### config.mk
export PLATFORM = sky130hd
export DESIGN_NAME = fpa_issue_arbiter
export DESIGN_NICKNAME = d
export VERILOG_FILES = /design/src/rtl/fpa_pkg.sv /design/src/rtl/fpa_req_decode.sv /design/src/rtl/fpa_rr_ptr.sv /design/src/rtl/fpa_steer.sv /design/src/rtl/fpa_issue_arbiter.sv
export SDC_FILE = /design/constraint.sdc
export NUM_CORES = 1
export LEC_CHECK = 0
export ABC_AREA = 1
export BUFFER_PORTS_ARGS = -buffer_cell sky130_fd_sc_hd__buf_4
export CAP_MARGIN = 30
export CORE_UTILIZATION = 41
export CTS_BUF_LIST = sky130_fd_sc_hd__clkbuf_8
export DETAILED_ROUTE_END_ITERATION = 6
export PLACE_DENSITY = 0.8
export SKIP_CTS_REPAIR_TIMING = 1
export SLEW_MARGIN = 20
export SYNTH_ARGS = -nofsm -noshare
export SYNTH_HDL_FRONTEND = slang
export SYNTH_SLANG_ARGS = --single-unit
### constraint.sdc
create_clock -name clk -period 1.8 [get_ports clk]
set_input_delay 0.36 -clock clk [delete_from_list [all_inputs] [get_ports clk]]
set_output_delay 0.36 -clock clk [all_outputs]
set_load 0.005 [all_outputs]
### src/rtl/fpa_pkg.sv
package fpa_pkg;
   typedef enum logic [1:0] {
      KIND_ONE  = 2'd0,
      KIND_PAIR = 2'd1,
      KIND_WIDE = 2'd2,
      KIND_RSVD = 2'd3
   } req_kind_e;

   localparam int unsigned N_CORES = 2;
   localparam int unsigned N_PIPES = 2;

   typedef struct packed {
      logic vld;
      logic core;
      logic use_b;
      logic hi;
   } pipe_sel_t;
endpackage

### src/rtl/fpa_req_decode.sv
module fpa_req_decode #(
   parameter int unsigned OP_W = 16
) (
   input  logic            clk,
   input  logic            rst_n,
   input  logic            valid,
   input  logic [1:0]      kind,
   input  logic [OP_W-1:0] op_a,
   input  logic [OP_W-1:0] op_b,
   input  logic            grant_full,
   input  logic            grant_part,
   output logic            active,
   output logic            need_two,
   output logic            is_wide,
   output logic [OP_W-1:0] cur_op
);
   import fpa_pkg::*;

   logic half_done;
   logic is_pair;

   assign is_wide  = (kind == KIND_WIDE);
   assign is_pair  = (kind == KIND_PAIR);
   assign active   = valid;
   assign need_two = valid & (is_wide | (is_pair & ~half_done));
   assign cur_op   = (is_pair & half_done) ? op_b : op_a;

   always_ff @(posedge clk) begin
      if (!rst_n)          half_done <= 1'b0;
      else if (grant_part) half_done <= 1'b1;
      else if (grant_full) half_done <= 1'b0;
   end
endmodule

### src/rtl/fpa_rr_ptr.sv
module fpa_rr_ptr #(
   parameter int unsigned INIT_PRIO = 0
) (
   input  logic clk,
   input  logic rst_n,
   input  logic win_done,
   output logic ptr
);
   localparam logic RESET_VAL = (INIT_PRIO != 0);

   always_ff @(posedge clk) begin
      if (!rst_n)        ptr <= RESET_VAL;
      else if (win_done) ptr <= ~ptr;
   end
endmodule

### src/rtl/fpa_steer.sv
module fpa_steer (
   input  logic               ptr,
   input  logic [1:0]         active,
   input  logic [1:0]         need_two,
   input  logic [1:0]         is_wide,
   output logic [1:0]         full,
   output logic [1:0]         part,
   output fpa_pkg::pipe_sel_t sel [2],
   output logic               win_done
);
   import fpa_pkg::*;

   logic both, conflict, lone, win, lose;

   assign both     = active[0] & active[1];
   assign conflict = both & (need_two[0] | need_two[1]);
   assign lone     = active[1] & ~active[0];
   assign win      = ptr;
   assign lose     = ~ptr;
   assign win_done = conflict & full[win];

   always_comb begin
      full = '0;
      part = '0;
      for (int p = 0; p < 2; p++) sel[p] = '0;
      if (!both) begin
         if (active != 2'b00) begin
            full[lone]    = 1'b1;
            sel[0].vld    = 1'b1;
            sel[0].core   = lone;
            if (need_two[lone]) begin
               sel[1].vld   = 1'b1;
               sel[1].core  = lone;
               sel[1].use_b = 1'b1;
               sel[1].hi    = is_wide[lone];
            end
         end
      end else if (!conflict) begin
         full        = 2'b11;
         sel[0].vld  = 1'b1;
         sel[0].core = 1'b0;
         sel[1].vld  = 1'b1;
         sel[1].core = 1'b1;
      end else begin
         full[win] = 1'b1;
         if (need_two[win]) begin
            sel[0].vld   = 1'b1;
            sel[0].core  = win;
            sel[1].vld   = 1'b1;
            sel[1].core  = win;
            sel[1].use_b = 1'b1;
            sel[1].hi    = is_wide[win];
         end else if (!is_wide[lose]) begin
            part[lose]      = 1'b1;
            sel[win].vld    = 1'b1;
            sel[win].core   = win;
            sel[lose].vld   = 1'b1;
            sel[lose].core  = lose;
         end else begin
            sel[0].vld  = 1'b1;
            sel[0].core = win;
         end
      end
   end
endmodule

### src/rtl/fpa_issue_arbiter.sv
module fpa_issue_arbiter #(
   parameter int unsigned OP_W          = 16,
   parameter int unsigned INIT_PRIO     = 0,
   parameter int unsigned GATE_IDLE_OPS = 1
) (
   input  logic              clk,
   input  logic              rst_n,
   input  logic [1:0]        core_valid,
   input  logic [3:0]        core_kind,
   input  logic [2*OP_W-1:0] core_op_a,
   input  logic [2*OP_W-1:0] core_op_b,
   output logic [1:0]        core_ready,
   output logic [1:0]        core_part,
   output logic [1:0]        pipe_vld,
   output logic [2*OP_W-1:0] pipe_op,
   output logic [1:0]        pipe_core,
   output logic [1:0]        pipe_hi,
   output logic              pipes_idle
);
   import fpa_pkg::*;

   if (OP_W < 1) begin : g_bad_width
      $error("fpa_issue_arbiter: OP_W must be at least 1");
   end
   if (INIT_PRIO > 1) begin : g_bad_prio
      $error("fpa_issue_arbiter: INIT_PRIO must be 0 or 1");
   end
   if (GATE_IDLE_OPS > 1) begin : g_bad_gate
      $error("fpa_issue_arbiter: GATE_IDLE_OPS must be 0 or 1");
   end

   logic [1:0]      active, need_two, is_wide, full, part;
   logic [OP_W-1:0] cur_op [N_CORES];
   logic [OP_W-1:0] opb    [N_CORES];
   pipe_sel_t       sel    [N_PIPES];
   logic            ptr, win_done;

   for (genvar c = 0; c < N_CORES; c++) begin : g_core
      assign opb[c] = core_op_b[c*OP_W +: OP_W];
      fpa_req_decode #(.OP_W(OP_W)) u_dec (
         .clk        (clk),
         .rst_n      (rst_n),
         .valid      (core_valid[c]),
         .kind       (core_kind[2*c +: 2]),
         .op_a       (core_op_a[c*OP_W +: OP_W]),
         .op_b       (opb[c]),
         .grant_full (full[c]),
         .grant_part (part[c]),
         .active     (active[c]),
         .need_two   (need_two[c]),
         .is_wide    (is_wide[c]),
         .cur_op     (cur_op[c])
      );
   end

   fpa_rr_ptr #(.INIT_PRIO(INIT_PRIO)) u_ptr (
      .clk      (clk),
      .rst_n    (rst_n),
      .win_done (win_done),
      .ptr      (ptr)
   );

   fpa_steer u_steer (
      .ptr      (ptr),
      .active   (active),
      .need_two (need_two),
      .is_wide  (is_wide),
      .full     (full),
      .part     (part),
      .sel      (sel),
      .win_done (win_done)
   );

   assign core_ready = full;
   assign core_part  = part;

   for (genvar p = 0; p < N_PIPES; p++) begin : g_pipe
      logic [OP_W-1:0] raw_op;
      assign raw_op       = sel[p].use_b ? opb[sel[p].core] : cur_op[sel[p].core];
      assign pipe_vld[p]  = sel[p].vld;
      assign pipe_core[p] = sel[p].core;
      assign pipe_hi[p]   = sel[p].hi;
      if (GATE_IDLE_OPS != 0) begin : g_gated
         assign pipe_op[p*OP_W +: OP_W] = sel[p].vld ? raw_op : '0;
      end else begin : g_open
         assign pipe_op[p*OP_W +: OP_W] = raw_op;
      end
   end

   assign pipes_idle = ~(pipe_vld[0] | pipe_vld[1]);
endmodule

# After elaboration in Yosys (flattened, before gate mapping)
# Index checks and enable logic that the tools add are counted.
# W data, S select, Z words.
dict set report classes {
  addsub 0
  n_mul 0
  div 0
  magnitude_cmp 12
  n_eq_ne 4
  n_shift 0
  mux 73
  bitwise_logic 23
  n_reduce_logical 8
}
# cell n
set op_table {}
lappend op_table {{$mux W16} 18}
lappend op_table {{$mux W2} 17}
lappend op_table {{$bwmux W8} 3}
lappend op_table {{$mux W4} 6}
lappend op_table {{$mux W1} 19}
lappend op_table {{$demux W4 S1} 4}
lappend op_table {{$and A1 B1 Y1} 10}
lappend op_table {{$ge A2 B2 Y1 const B} 4}
lappend op_table {{$not A1 Y2} 4}
lappend op_table {{$lt A1 B2 Y1 const B} 3}
lappend op_table {{$mux W3} 2}
lappend op_table {{$mux W6} 1}
lappend op_table {{$reduce_bool A2 Y1} 3}
lappend op_table {{$logic_and A1 B1 Y1} 5}
lappend op_table {{$not A1 Y1} 5}
lappend op_table {{$eq A2 B1 Y1 const B} 2}
lappend op_table {{$eq A2 B2 Y1 const B} 2}
lappend op_table {{$lt A2 B1 Y1 const B} 2}
lappend op_table {{$or A1 B1 Y1} 4}
lappend op_table {{$demux W1 S1} 3}
lappend op_table {{$ge A1 B1 Y1 const B} 3}
dict set report word_totals {
  ff_bits 3
  latchBits 0
  mem_bits_rw 0
  romBits 0
  input_bits 72
  out_inout_bits 43
  elab_cells 123
  mem_count 0
}

# Depth between registers and ports, before layout
# Gate-level depths: netlist of run 1.
dict set report depth {
  word_depth 18
  ltp_mapped 13
  depth_no_buf 12
}

# Hierarchy
# From an unflattened synthesis of run 1, not the netlist that was laid out.
dict set report unflattened {
  hier_cells 502
  area_unflattened_um2 2467.4
}
# mod instances cells_each area_each_um2 seq_area_each_um2
set by_module_without_submodules {}
lappend by_module_without_submodules {fpa_issue_arbiter 1 317 1416.4 0.0}
lappend by_module_without_submodules {fpa_req_decode 2 64 382.9 20.0}
lappend by_module_without_submodules {fpa_steer 1 52 250.2 0.0}
lappend by_module_without_submodules {fpa_rr_ptr 1 5 35.0 20.0}

# Worst setup path after synthesis of run 1
# OpenSTA, ideal clock, no wires.
dict set report synth_timing {
  path_kind {input to output}
  startpoint {input port core_kind[1]}
  endpoint {output port pipe_op[22]}
  arrival_time_ps 1500
  required_time_ps 1440
  slack_ps -60
  cell_stages 10
  n_path_buf 1
  cell_sequence {inv_1 > nand3_1 > nand2_2 > nand3_1 > nand2_2 > nor2_1 > a21boi_2 > buf_4 > nand2_1 > nor2_1}
}
dict set report synth_via {
  word_cells_on_any_way 31
  cone_classes {eq/ne: 2; mux: 22; bitwise: 7}
}
# element line_no
set synth_lines {}
lappend synth_lines {{start, declared} fpa_issue_arbiter.sv:9} ;# input logic [3:0] core_kind,
lappend synth_lines {{$eq A2 B1 Y1} fpa_req_decode.sv:23} ;# assign is_pair = (kind == KIND_PAIR);
lappend synth_lines {{$and A1 B1 Y1} fpa_req_decode.sv:25} ;# assign need_two = valid & (is_wide | (is_pair & ~half_done));
lappend synth_lines {{$or A1 B1 Y1} fpa_req_decode.sv:25}
lappend synth_lines {{$and A1 B1 Y1} fpa_req_decode.sv:25}
lappend synth_lines {{$mux W1, on equally long branches (2 in a row)} {fpa_steer.sv:31, fpa_steer.sv:46}}
lappend synth_lines {{$mux W4, on equally long branches} {fpa_steer.sv:31, fpa_steer.sv:46}}
lappend synth_lines {{$mux W4 / $mux W2 (equally long branches)} {fpa_steer.sv:27, fpa_steer.sv:38}}
lappend synth_lines {{$mux W4 *} fpa_steer.sv:26} ;# if (!both) begin
lappend synth_lines {{net pipe_vld[1]} fpa_issue_arbiter.sv:14} ;# output logic [1:0] pipe_vld,
lappend synth_lines {{$mux W16 *} fpa_issue_arbiter.sv:84} ;# assign pipe_op[p*OP_W +: OP_W] = sel[p].vld ? raw_op : '0;
lappend synth_lines {{end, declared} fpa_issue_arbiter.sv:15} ;# output logic [2*OP_W-1:0] pipe_op,
# Mark *: on every way through the listed nets, which the timed path passes. The rest lies on a longest branch. The select of a mux whose other input is x is not followed.

# Worst setup path in the final report of run 1
dict set report layout_timing {
  startpoint {register g_core[1].u_dec.half_done}
  endpoint {output port pipe_op[27]}
}
dict set report layout_via {
  elab_chain_len 15
  word_cells_on_any_way 27
  cone_classes {mux: 19; bitwise: 8}
}
# element line_no
set layout_rtl {}
lappend layout_rtl {{start, declared} fpa_req_decode.sv:19} ;# logic half_done;
lappend layout_rtl {{start signal, assigned} fpa_req_decode.sv:29} ;# if (!rst_n) half_done <= 1'b0;
lappend layout_rtl {{start signal, assigned} fpa_req_decode.sv:30} ;# else if (grant_part) half_done <= 1'b1;
lappend layout_rtl {{start signal, assigned} fpa_req_decode.sv:31} ;# else if (grant_full) half_done <= 1'b0;
lappend layout_rtl {{$not A1 Y1} fpa_req_decode.sv:25}
lappend layout_rtl {{$and A1 B1 Y1} fpa_req_decode.sv:25}
lappend layout_rtl {{$or A1 B1 Y1} fpa_req_decode.sv:25}
lappend layout_rtl {{$and A1 B1 Y1} fpa_req_decode.sv:25}
lappend layout_rtl {{$mux W1, on equally long branches (2 in a row)} {fpa_steer.sv:31, fpa_steer.sv:46}}
lappend layout_rtl {{$mux W4, on equally long branches} {fpa_steer.sv:31, fpa_steer.sv:46}}
lappend layout_rtl {{$mux W4 / $mux W2 (equally long branches)} {fpa_steer.sv:27, fpa_steer.sv:38}}
lappend layout_rtl {{$mux W4} fpa_steer.sv:26}
lappend layout_rtl {{$not A1 Y2 (not written as such)} fpa_issue_arbiter.sv:79} ;# assign raw_op = sel[p].use_b ? opb[sel[p].core] : cur_op[sel[p].core];
lappend layout_rtl {{$mux W16 (not written as such) (3 in a row)} fpa_issue_arbiter.sv:79}
lappend layout_rtl {{$mux W16} fpa_issue_arbiter.sv:79}
lappend layout_rtl {{$mux W16 *} fpa_issue_arbiter.sv:84}
# Every way passes the cells marked *; elsewhere a longest branch is shown, timed or not. The select of a mux whose other input is x is not followed.

==> impl_metrics.py, run 1 <==
metrics = {
    "floorplan": {
        "fp.coreArea_mm2": 0.00435,
        "rows": 24,
        "start_util": 0.429,
        "die_w_um": 69.5,
        "dieArea_mm2": 0.00483,
        "num_io_pins": 115,
        "die_y_um": 69.5,
    },
    "placement": {
        "dp_hpwl_um": 5860,
        "port_buffers": 113,
        "gp_congestion": 0.980,
        "dp.cells": 549,
    },
    "pwr": {
        "ir_drop_uv": 475,
        "power_density_mw_per_mm2": 367,
        "p_leak_nw": 1.84,
        "power_mw": 1.20,
    },
    "synthesis": {
        "synthFlopType": "dfxtp_1",
        "synth_cell_type_count": 28,
        "seq_area_frac_synth": 0.0322,
        "syn_area_mm2": 0.00187,
        "synth_cells": 369,
        "yosys_warnings": 0,
        "synth-async-reset-ratio": 0,
        "ys_ff_latch": 3,
        "syn_area_per_cell_um2": 5.06,
        "synth_edf_count": 0,
        "syn-num-nets": 441,
    },
    "global_routing": {
        "grt_pass1_vias": 2561,
        "antenna_found_initial": 0,
        "grt_util_all_layers": 0.283,
        "grt_pass1_wl_um": 11400,
        "overflow": 0,
        "grt_max_degree": 33,
    },
    "cells_and_area": {
        "layout_commonest_cell": "buf_4",
        "syn2layout_area_growth_pct": 74.9,
        "antenna_cells": 0,
        "mostFrequentLayoutCells": "150 x buf_4, 80 x nand2_1, 74 x nor2_1",
        "nNetsFinal": 582,
        "stdcell_count": 561,
        "drive_above_1_share": 0.450,
    },
    "route": {
        "dr_wl_met3_um": 646,
        "top_layer_used": "met4",
        "wl_per_cell_um": 13.9,
        "drt_iter0_drc": 334,
        "drc": 0,
        "met1_length_um": 3260,
        "wl_met2_um": 3770,
        "routed_wl_um": 7790,
        "first_pass_iters": 5,
        "vias": 3009,
        "drt.antenna.violating_nets": 0,
        "viasPerCell": 5.36,
    },
    "timing": {
        "slew_violations": 0,
        "finalCritPeriodShare": 1.29,
        "setup_violations": 40,
        "clock_skew_ns": 0.00285,
        "period_needed_ns": 2.32,
        "max_freq_mhz": 431,
        "setup_slack_ns": -0.519,
        "finalSetupTns_ns": -17.05,
        "rsz0062_at_grt": "true",
        "hold_viol": 0,
    },
    "clock_network": {
        "cts.clk_slew.worst_paths_ns": 0.03,
        "insertion_delay_ns": 0.23,
        "htree_levels": 1,
        "clock_sinks": 3,
        "cts_tree": "built",
        "cts_made_buffers": 3,
        "root_buffer": "clkbuf_8",
        "clockBufferDepth": 2,
    },
    "worst_hold_path": {
        "hold_class": "in2reg",
    },
    "critical_path": {
        "critPathKind": "reg2out",
        "cp.arrival_ns": 1.96,
        "cp-end-kind": "primary output",
        "start_kind": "register",
        "crit_fanout": 8,
        "critPathRequiredTime_ns": 1.44,
    },
    "flow_run": {
        "cap_violations": 0,
    },
    "status": {
        "status": "complete, but fails checks",
        "violations": "setup timing",
    },
}
## registers in the layout (all words and copies together) (netlist names)
register	flops
u_ptr.ptr	1
g_core.u_dec.half_done	2
## path summary, 6_finish.rpt
kind	from	end	slack, ns	cells past startpoint
max reg2reg	g_core[1].u_dec.half_done	g_core[0].u_dec.half_done	0.07	11
min reg2reg	g_core[1].u_dec.half_done	g_core[1].u_dec.half_done	0.61	3
max	g_core[1].u_dec.half_done	pipe_op[27]	-0.52	12
min	rst_n	g_core[1].u_dec.half_done	0.42	3
## critical path, cell delays in order, from the launching register on
cell and delay [ns]:
dfxtp_1 0.30, nand3b_1 0.16, nand2_2 0.15, nor2_4 0.05
nor2_4 0.18, nand3_4 0.18, nand2_8 0.15, buf_12 0.12
nand2_1 0.06, nand3_1 0.08, nand2_1 0.05, nor2_1 0.11
buf_4 0.13
## cells in the mapped netlist, drive strengths merged, types with 2 or more instances
library cell  instances  area [um2]
o21ai                21         116
nor2                 91         352
buf                  19         128
nand2                95         379
nand3                59         318
mux2                 16         180
inv                  35         134
a21oi                 2        10.0
nand3b               18         139
dfxtp                 3        60.1
clkbuf                5        18.8
## report_power, final
part	total (mW)	internal [mW]	switching, mW
logic	0.926	0.469	0.457
registers	0.0711	0.0698	0.00134
clock network	0.202	0.146	0.0555
total	1.20	0.685	0.514
## per-stage QoR
step                      cell area (um2)   util  worst slack (ns)  hold slack [ns]
after floorplan                      1880      -           -0.0213            0.459
after global placement               3000  0.688            -0.377            0.588
after detailed placement             3000  0.688            -0.452            0.598
after CTS                            3040  0.698            -0.454            0.417
after global routing                 3270  0.751            -0.588            0.439
final                                3270  0.751            -0.519            0.418
## layout make-up
| type | instances | area [um2] |
|---|---|---|
| clock buffers | 3 | 41.3 |
| clock inverters | 1 | 3.75 |
| fillers | 358 | 1090 |
| inverters | 36 | 140 |
| multi-input cells | 306 | 1640 |
| flip-flops and latches | 3 | 60.1 |
| well taps | 52 | 65.1 |
| repair buffers | 160 | 1310 |
## kinds of logic after synthesis
kind of cell,share of synthesized area
simple gates,0.639
flops,0.0322
compound gates,0.0784
other cells,0.00201
buf+inv,0.152
mux,0.0964
## layer usage
metal,global-route usage,up-vias
li1,-,1456
met1,0.390,1340
met2,0.464,196
met3,0.0378,17
met4,0.0680,0
met5,0,-
(Power assumes the default switching activity.)
==> run 2: changes to the inputs <==
--- a/config.mk
+++ b/config.mk
@@ -5,10 +5,9 @@
 export SDC_FILE = /design/constraint.sdc
 export NUM_CORES = 1
 export LEC_CHECK = 0
-export ABC_AREA = 1
 export BUFFER_PORTS_ARGS = -buffer_cell sky130_fd_sc_hd__buf_4
 export CAP_MARGIN = 30
-export CORE_UTILIZATION = 41
+export CORE_UTILIZATION = 36
 export CTS_BUF_LIST = sky130_fd_sc_hd__clkbuf_8
 export DETAILED_ROUTE_END_ITERATION = 6
 export PLACE_DENSITY = 0.8
==> run 2 against run 1 <==
The flow still finishes with violations (setup timing). Register-to-register slack improved by 0.12 ns. First-iteration DRC count fell by 59%. Via count fell by 33%. Cell count fell by 38%. Sequential cell count did not move. Clock-buffer cell count did not move. Synthesized cell count fell by 56%. Critical path type unchanged. Highest routed layer unchanged.
==> impl_metrics.py, run 2 <==
metrics = {
    "status": {
        "status": "complete, but fails checks",
        "violations": "setup timing",
    },
    "clock_network": {
        "root_buffer": "clkbuf_8",
        "cts.clk_slew.worst_paths_ns": 0.03,
        "htree_levels": 1,
        "clock_sinks": 3,
        "cts_tree": "built",
        "cts_made_buffers": 3,
        "clockBufferDepth": 2,
        "insertion_delay_ns": 0.21,
    },
    "cells_and_area": {
        "drive_above_1_share": 0.750,
        "layout_commonest_cell": "buf_4",
        "nNetsFinal": 377,
        "syn2layout_area_growth_pct": 118,
        "top_register": "g_core.u_dec.half_done",
        "antenna_cells": 0,
        "postLayoutCellArea_mm2": 0.00285,
        "mostFrequentLayoutCells": "144 x buf_4, 26 x mux2_2, 16 x a22o_1, 16 x mux2i_1, 15 x nand2_1",
        "top_regs": "g_core.u_dec.half_done x2, u_ptr.ptr x1",
        "multi_input_area_mm2": 0.00141,
        "fill_cells": 213,
        "regArea_um2": 62.6,
        "largest_reg_flops": 2,
    },
    "route": {
        "wl_per_cell_um": 19.4,
        "routed_wl_um": 6790,
        "first_pass_iters": 4,
        "viasPerCell": 5.78,
        "drc": 0,
        "drt.antenna.violating_nets": 0,
        "vias": 2024,
        "drt_iter0_drc": 138,
    },
    "critical_path": {
        "start_kind": "register",
        "critPathKind": "reg2out",
        "cp-end-kind": "primary output",
        "critPathRequiredTime_ns": 1.44,
        "cp.arrival_ns": 2.03,
        "crit_fanout": 8,
    },
    "synthesis": {
        "synthTopCellsByCount": "31 x mux2_2, 20 x nand2_1, 17 x o31ai_1",
        "syn_area_mm2": 0.00131,
        "synthFlopType": "dfxtp_1",
        "seq_area_frac_synth": 0.0460,
        "synth-async-reset-ratio": 0,
        "synth_cells": 161,
        "synth_area_leaders": "mux2_2 27%, mux2i_1 12%, a22o_1 11%, o31ai_1 9.8%, nand2_1 5.7%",
        "yosys_warnings": 0,
        "ys_ff_latch": 3,
        "syn_area_per_cell_um2": 8.11,
        "synth_edf_count": 0,
        "syn-num-nets": 233,
        "synth_cell_type_count": 35,
        "synth.most_common_cell": "mux2_2",
        "synthDominantAreaCellType": "mux2_2",
        "synth_top_area_share": 0.267,
    },
    "timing": {
        "clock_skew_ns": 0.00101,
        "slew_violations": 0,
        "max_freq_mhz": 418,
        "setup_violations": 39,
        "rsz0062_at_grt": "true",
        "finalCritPeriodShare": 1.33,
        "period_needed_ns": 2.39,
        "setup_slack_ns": -0.592,
        "finalSetupTns_ns": -17.10,
        "hold_viol": 0,
        "hold_slack_ns": 0.370,
    },
    "floorplan": {
        "start_util": 0.382,
        "rows": 21,
        "die_y_um": 62.2,
        "fp.coreArea_mm2": 0.00342,
        "num_io_pins": 115,
        "die_w_um": 62.2,
        "dieArea_mm2": 0.00387,
    },
    "placement": {
        "port_buffers": 113,
        "gp_congestion": 0.911,
        "dp_hpwl_um": 4320,
        "place_area_mm2": 0.00252,
    },
    "pwr": {
        "p_leak_nw": 1.44,
        "ir_drop_uv": 454,
        "power_density_mw_per_mm2": 361,
    },
    "global_routing": {
        "antenna_found_initial": 0,
        "grt_pass1_wl_um": 8750,
        "grt_util_all_layers": 0.276,
        "grt_max_degree": 30,
        "overflow": 0,
        "grt_pass1_vias": 1894,
    },
    "worst_hold_path": {
        "hold_class": "in2reg",
    },
    "flow_run": {
        "cap_violations": 0,
    },
}
==> run 2: changes by cell type in the layout (fill, tap and decap cells not counted), moves of 18 or more <==
cell	before	now
nor2_1	74	1
nand2_1	80	15
nand3_1	49	0
inv_1	31	2
o21ai_0	19	1
==> run 2: cell type report <==
class                           count  share of cell area
Multi-Input combinational cell    140               0.495
Timing Repair Buffer              155               0.444
Clock inverter                      1             0.00132
Inverter                            2             0.00263
Sequential cell                     3              0.0219
Tap cell                           46              0.0202
Clock buffer                        3              0.0145
==> run 2: critical path, stage by stage, from the launching register on <==
cell and delay, ns:
dfxtp_2 0.33, nor3b_4 0.23, nor2_4 0.07, o311ai_4 0.30
buf_6 0.20, mux2_2 0.35, a22o_1 0.20, buf_4 0.14
==> run 2: stage by stage <==
step	utilization	instances	worst slack, ns	total power, mW
detailed placement	0.738	341	-0.543	0.715
finish	0.835	350	-0.592	1.03
floorplan	-	161	-0.354	0.352
global placement	0.738	341	-0.489	0.702
CTS	0.751	345	-0.629	0.912
global route	0.835	350	-0.610	1.08
==> run 2: layer usage <==
layer / share of wire / track usage / up-vias
met5: 0 / 0 / -
met4: 0.021 / 0.0843 / 0
met3: 0.050 / 0.0368 / 14
met2: 0.52 / 0.514 / 108
met1: 0.41 / 0.323 / 989
li1: - / - / 913
==> run 2: path summary, 6_finish.rpt <==
check	start	end	slack (ns)	cells past startpoint
setup / recovery	g_core[1].u_dec.half_done	pipe_op[28]	-0.59	7
hold / removal	rst_n	g_core[0].u_dec.half_done	0.37	2
setup reg to reg	g_core[1].u_dec.half_done	u_ptr.ptr	0.19	7
hold reg to reg	u_ptr.ptr	u_ptr.ptr	0.71	3
==> run 2: cell families (layout without fill, tap and decap cells) <==
kind of cell | count (synthesis) | after routing | share of synthesized area
AND/OR/NAND/NOR | 43 | 43 | 0.173
buffers and inverters | 18 | 161 | 0.0757
flip-flops | 3 | 3 | 0.0460
multiplexers | 48 | 48 | 0.398
other | 1 | 1 | 0.00287
AO/OA/AOI/OAI | 48 | 48 | 0.304
==> run 2: power by group <==
part / total [mW] / internal, mW / switching (mW)
Combinational: 0.770 / 0.452 / 0.318
Clock: 0.188 / 0.145 / 0.0433
Sequential: 0.0725 / 0.0694 / 0.00310
Total: 1.03 / 0.666 / 0.364
==> run 3: changes to the inputs <==
--- a/config.mk
+++ b/config.mk
@@ -11,6 +11,7 @@
 export CTS_BUF_LIST = sky130_fd_sc_hd__clkbuf_8
 export DETAILED_ROUTE_END_ITERATION = 6
 export PLACE_DENSITY = 0.8
+export REMOVE_ABC_BUFFERS = 1
 export SKIP_CTS_REPAIR_TIMING = 1
 export SLEW_MARGIN = 20
 export SYNTH_ARGS = -nofsm -noshare
==> run 3 against run 2 <==
Total power decreased by 4.3%. Clock power increased by 5%. Highest routed layer unchanged. Utilization decreased by 2.9 points. Sequential power decreased by 1%. Routed wire length decreased by 15%. The flow still finishes with violations (setup timing). Critical path type unchanged.
==> impl_metrics.py, run 3 (synthesized netlist as in run 2, its figures left out) <==
metrics = {
    "cells_and_area": {
        "layout_commonest_cell": "buf_4",
        "top_regs": "g_core.u_dec.half_done x2, u_ptr.ptr x1",
        "top_register": "g_core.u_dec.half_done",
        "nNetsFinal": 375,
        "antenna_cells": 0,
        "stdcell_count": 348,
        "syn2layout_area_growth_pct": 111,
        "final_core_util": 0.806,
        "mostFrequentLayoutCells": "141 x buf_4, 27 x mux2_2, 18 x nand2_1",
        "drive_above_1_share": 0.722,
        "largest_reg_flops": 2,
        "fill_cells": 239,
    },
    "floorplan": {
        "fp.coreArea_mm2": 0.00342,
        "start_util": 0.382,
        "dieArea_mm2": 0.00387,
        "rows": 21,
        "die_w_um": 62.2,
        "die_y_um": 62.2,
        "num_io_pins": 115,
    },
    "critical_path": {
        "worst-path-buf-inv": 2,
        "critPathRequiredTime_ns": 1.44,
        "critPathSlowestCell": "mux2_2",
        "crit_family": "compound AO/OA/AOI/OAI gates",
        "cp.arrival_ns": 2.04,
        "crit_fanout": 11,
        "max_stage_delay_ns": 0.36,
        "critPathKind": "reg2out",
        "start_kind": "register",
        "critical_path.cell_chain": "nor3b_4 -> nor2_4 -> o311ai_4 -> buf_12 -> mux2_2 -> a22o_1 -> buf_4",
        "cp-end-kind": "primary output",
    },
    "clock_network": {
        "insertion_delay_ns": 0.22,
        "cts_tree": "built",
        "root_buffer": "clkbuf_8",
        "htree_levels": 1,
        "cts_made_buffers": 3,
        "clock_sinks": 3,
        "clockBufferDepth": 2,
        "cts.clk_slew.worst_paths_ns": 0.03,
    },
    "worst_hold_path": {
        "hold_class": "in2reg",
    },
    "flow_run": {
        "cap_violations": 0,
    },
    "timing": {
        "setup_slack_ns": -0.601,
        "hold_viol": 0,
        "finalSetupTns_ns": -14.18,
        "period_needed_ns": 2.40,
        "slew_violations": 0,
        "max_freq_mhz": 416,
        "setup_violations": 38,
        "rsz0062_at_grt": "true",
        "clock_skew_ns": 0.00427,
        "finalCritPeriodShare": 1.33,
    },
    "global_routing": {
        "grt_util_all_layers": 0.255,
        "grt_pass1_wl_um": 8140,
        "grt_max_degree": 22,
        "grt_pass1_vias": 1830,
        "overflow": 0,
        "antenna_found_initial": 0,
    },
    "route": {
        "vias": 1917,
        "drt_iter0_drc": 66,
        "first_pass_iters": 4,
        "routed_wl_um": 5790,
        "wl_per_cell_um": 16.6,
        "drt.antenna.violating_nets": 0,
        "drc": 0,
        "viasPerCell": 5.51,
    },
    "status": {
        "status": "complete, but fails checks",
        "violations": "setup timing",
    },
    "placement": {
        "dp_slack_ns": -0.551,
        "gp_congestion": 0.857,
        "port_buffers": 113,
        "dp.cells": 340,
        "dp_hpwl_um": 3930,
    },
    "pwr": {
        "power_density_mw_per_mm2": 358,
        "ir_drop_uv": 483,
        "p_leak_nw": 1.40,
        "power_mw": 0.986,
    },
}
run 3: where the power goes:
| group | switching (mW) | internal (mW) |
|---|---|---|
| Clock | 0.0512 | 0.146 |
| Sequential | 0.00247 | 0.0693 |
| Combinational | 0.287 | 0.430 |
run 3: metrics by stage:
stage	hold WS (ns)	area (um2)
floorplan	0.478	1210
global placement	0.589	2420
CTS	0.364	2460
global route	0.381	2750
finish	0.363	2750
detailed placement	0.590	2420
run 3: worst paths after layout:
path / start / endpoint / slack [ns] / depth (start not counted)
setup / recovery: g_core[1].u_dec.half_done / pipe_op[19] / -0.60 / 7
setup reg to reg: g_core[1].u_dec.half_done / u_ptr.ptr / 0.19 / 7
hold reg to reg: u_ptr.ptr / u_ptr.ptr / 0.66 / 3
hold / removal: rst_n / g_core[0].u_dec.half_done / 0.36 / 2
run 3: final cells by class:
class,instances,area [um2],share of cell area
Sequential cell,3,61.3,0.0223
Timing Repair Buffer,153,1220,0.443
Inverter,2,7.51,0.00273
Clock buffer,3,41.3,0.0150
Clock inverter,1,3.75,0.00136
Multi-Input combinational cell,140,1360,0.495
Tap cell,46,57.6,0.0209
run 3: worst register-to-register path: cells and delay by family, from the launching register on:
| family | cells | cell delay [ns] |
|---|---|---|
| buf+inv | 3 | 0.43 |
| flops | 1 | 0.32 |
| simple gates | 3 | 0.61 |
| compound gates | 1 | 0.17 |
run 3: per-layer routing:
metal / track usage / part of all wire
met3: 0.0331 / 0.061
met1: 0.292 / 0.40
met5: 0 / 0
met4: 0.0640 / 0.0092
met2: 0.489 / 0.53
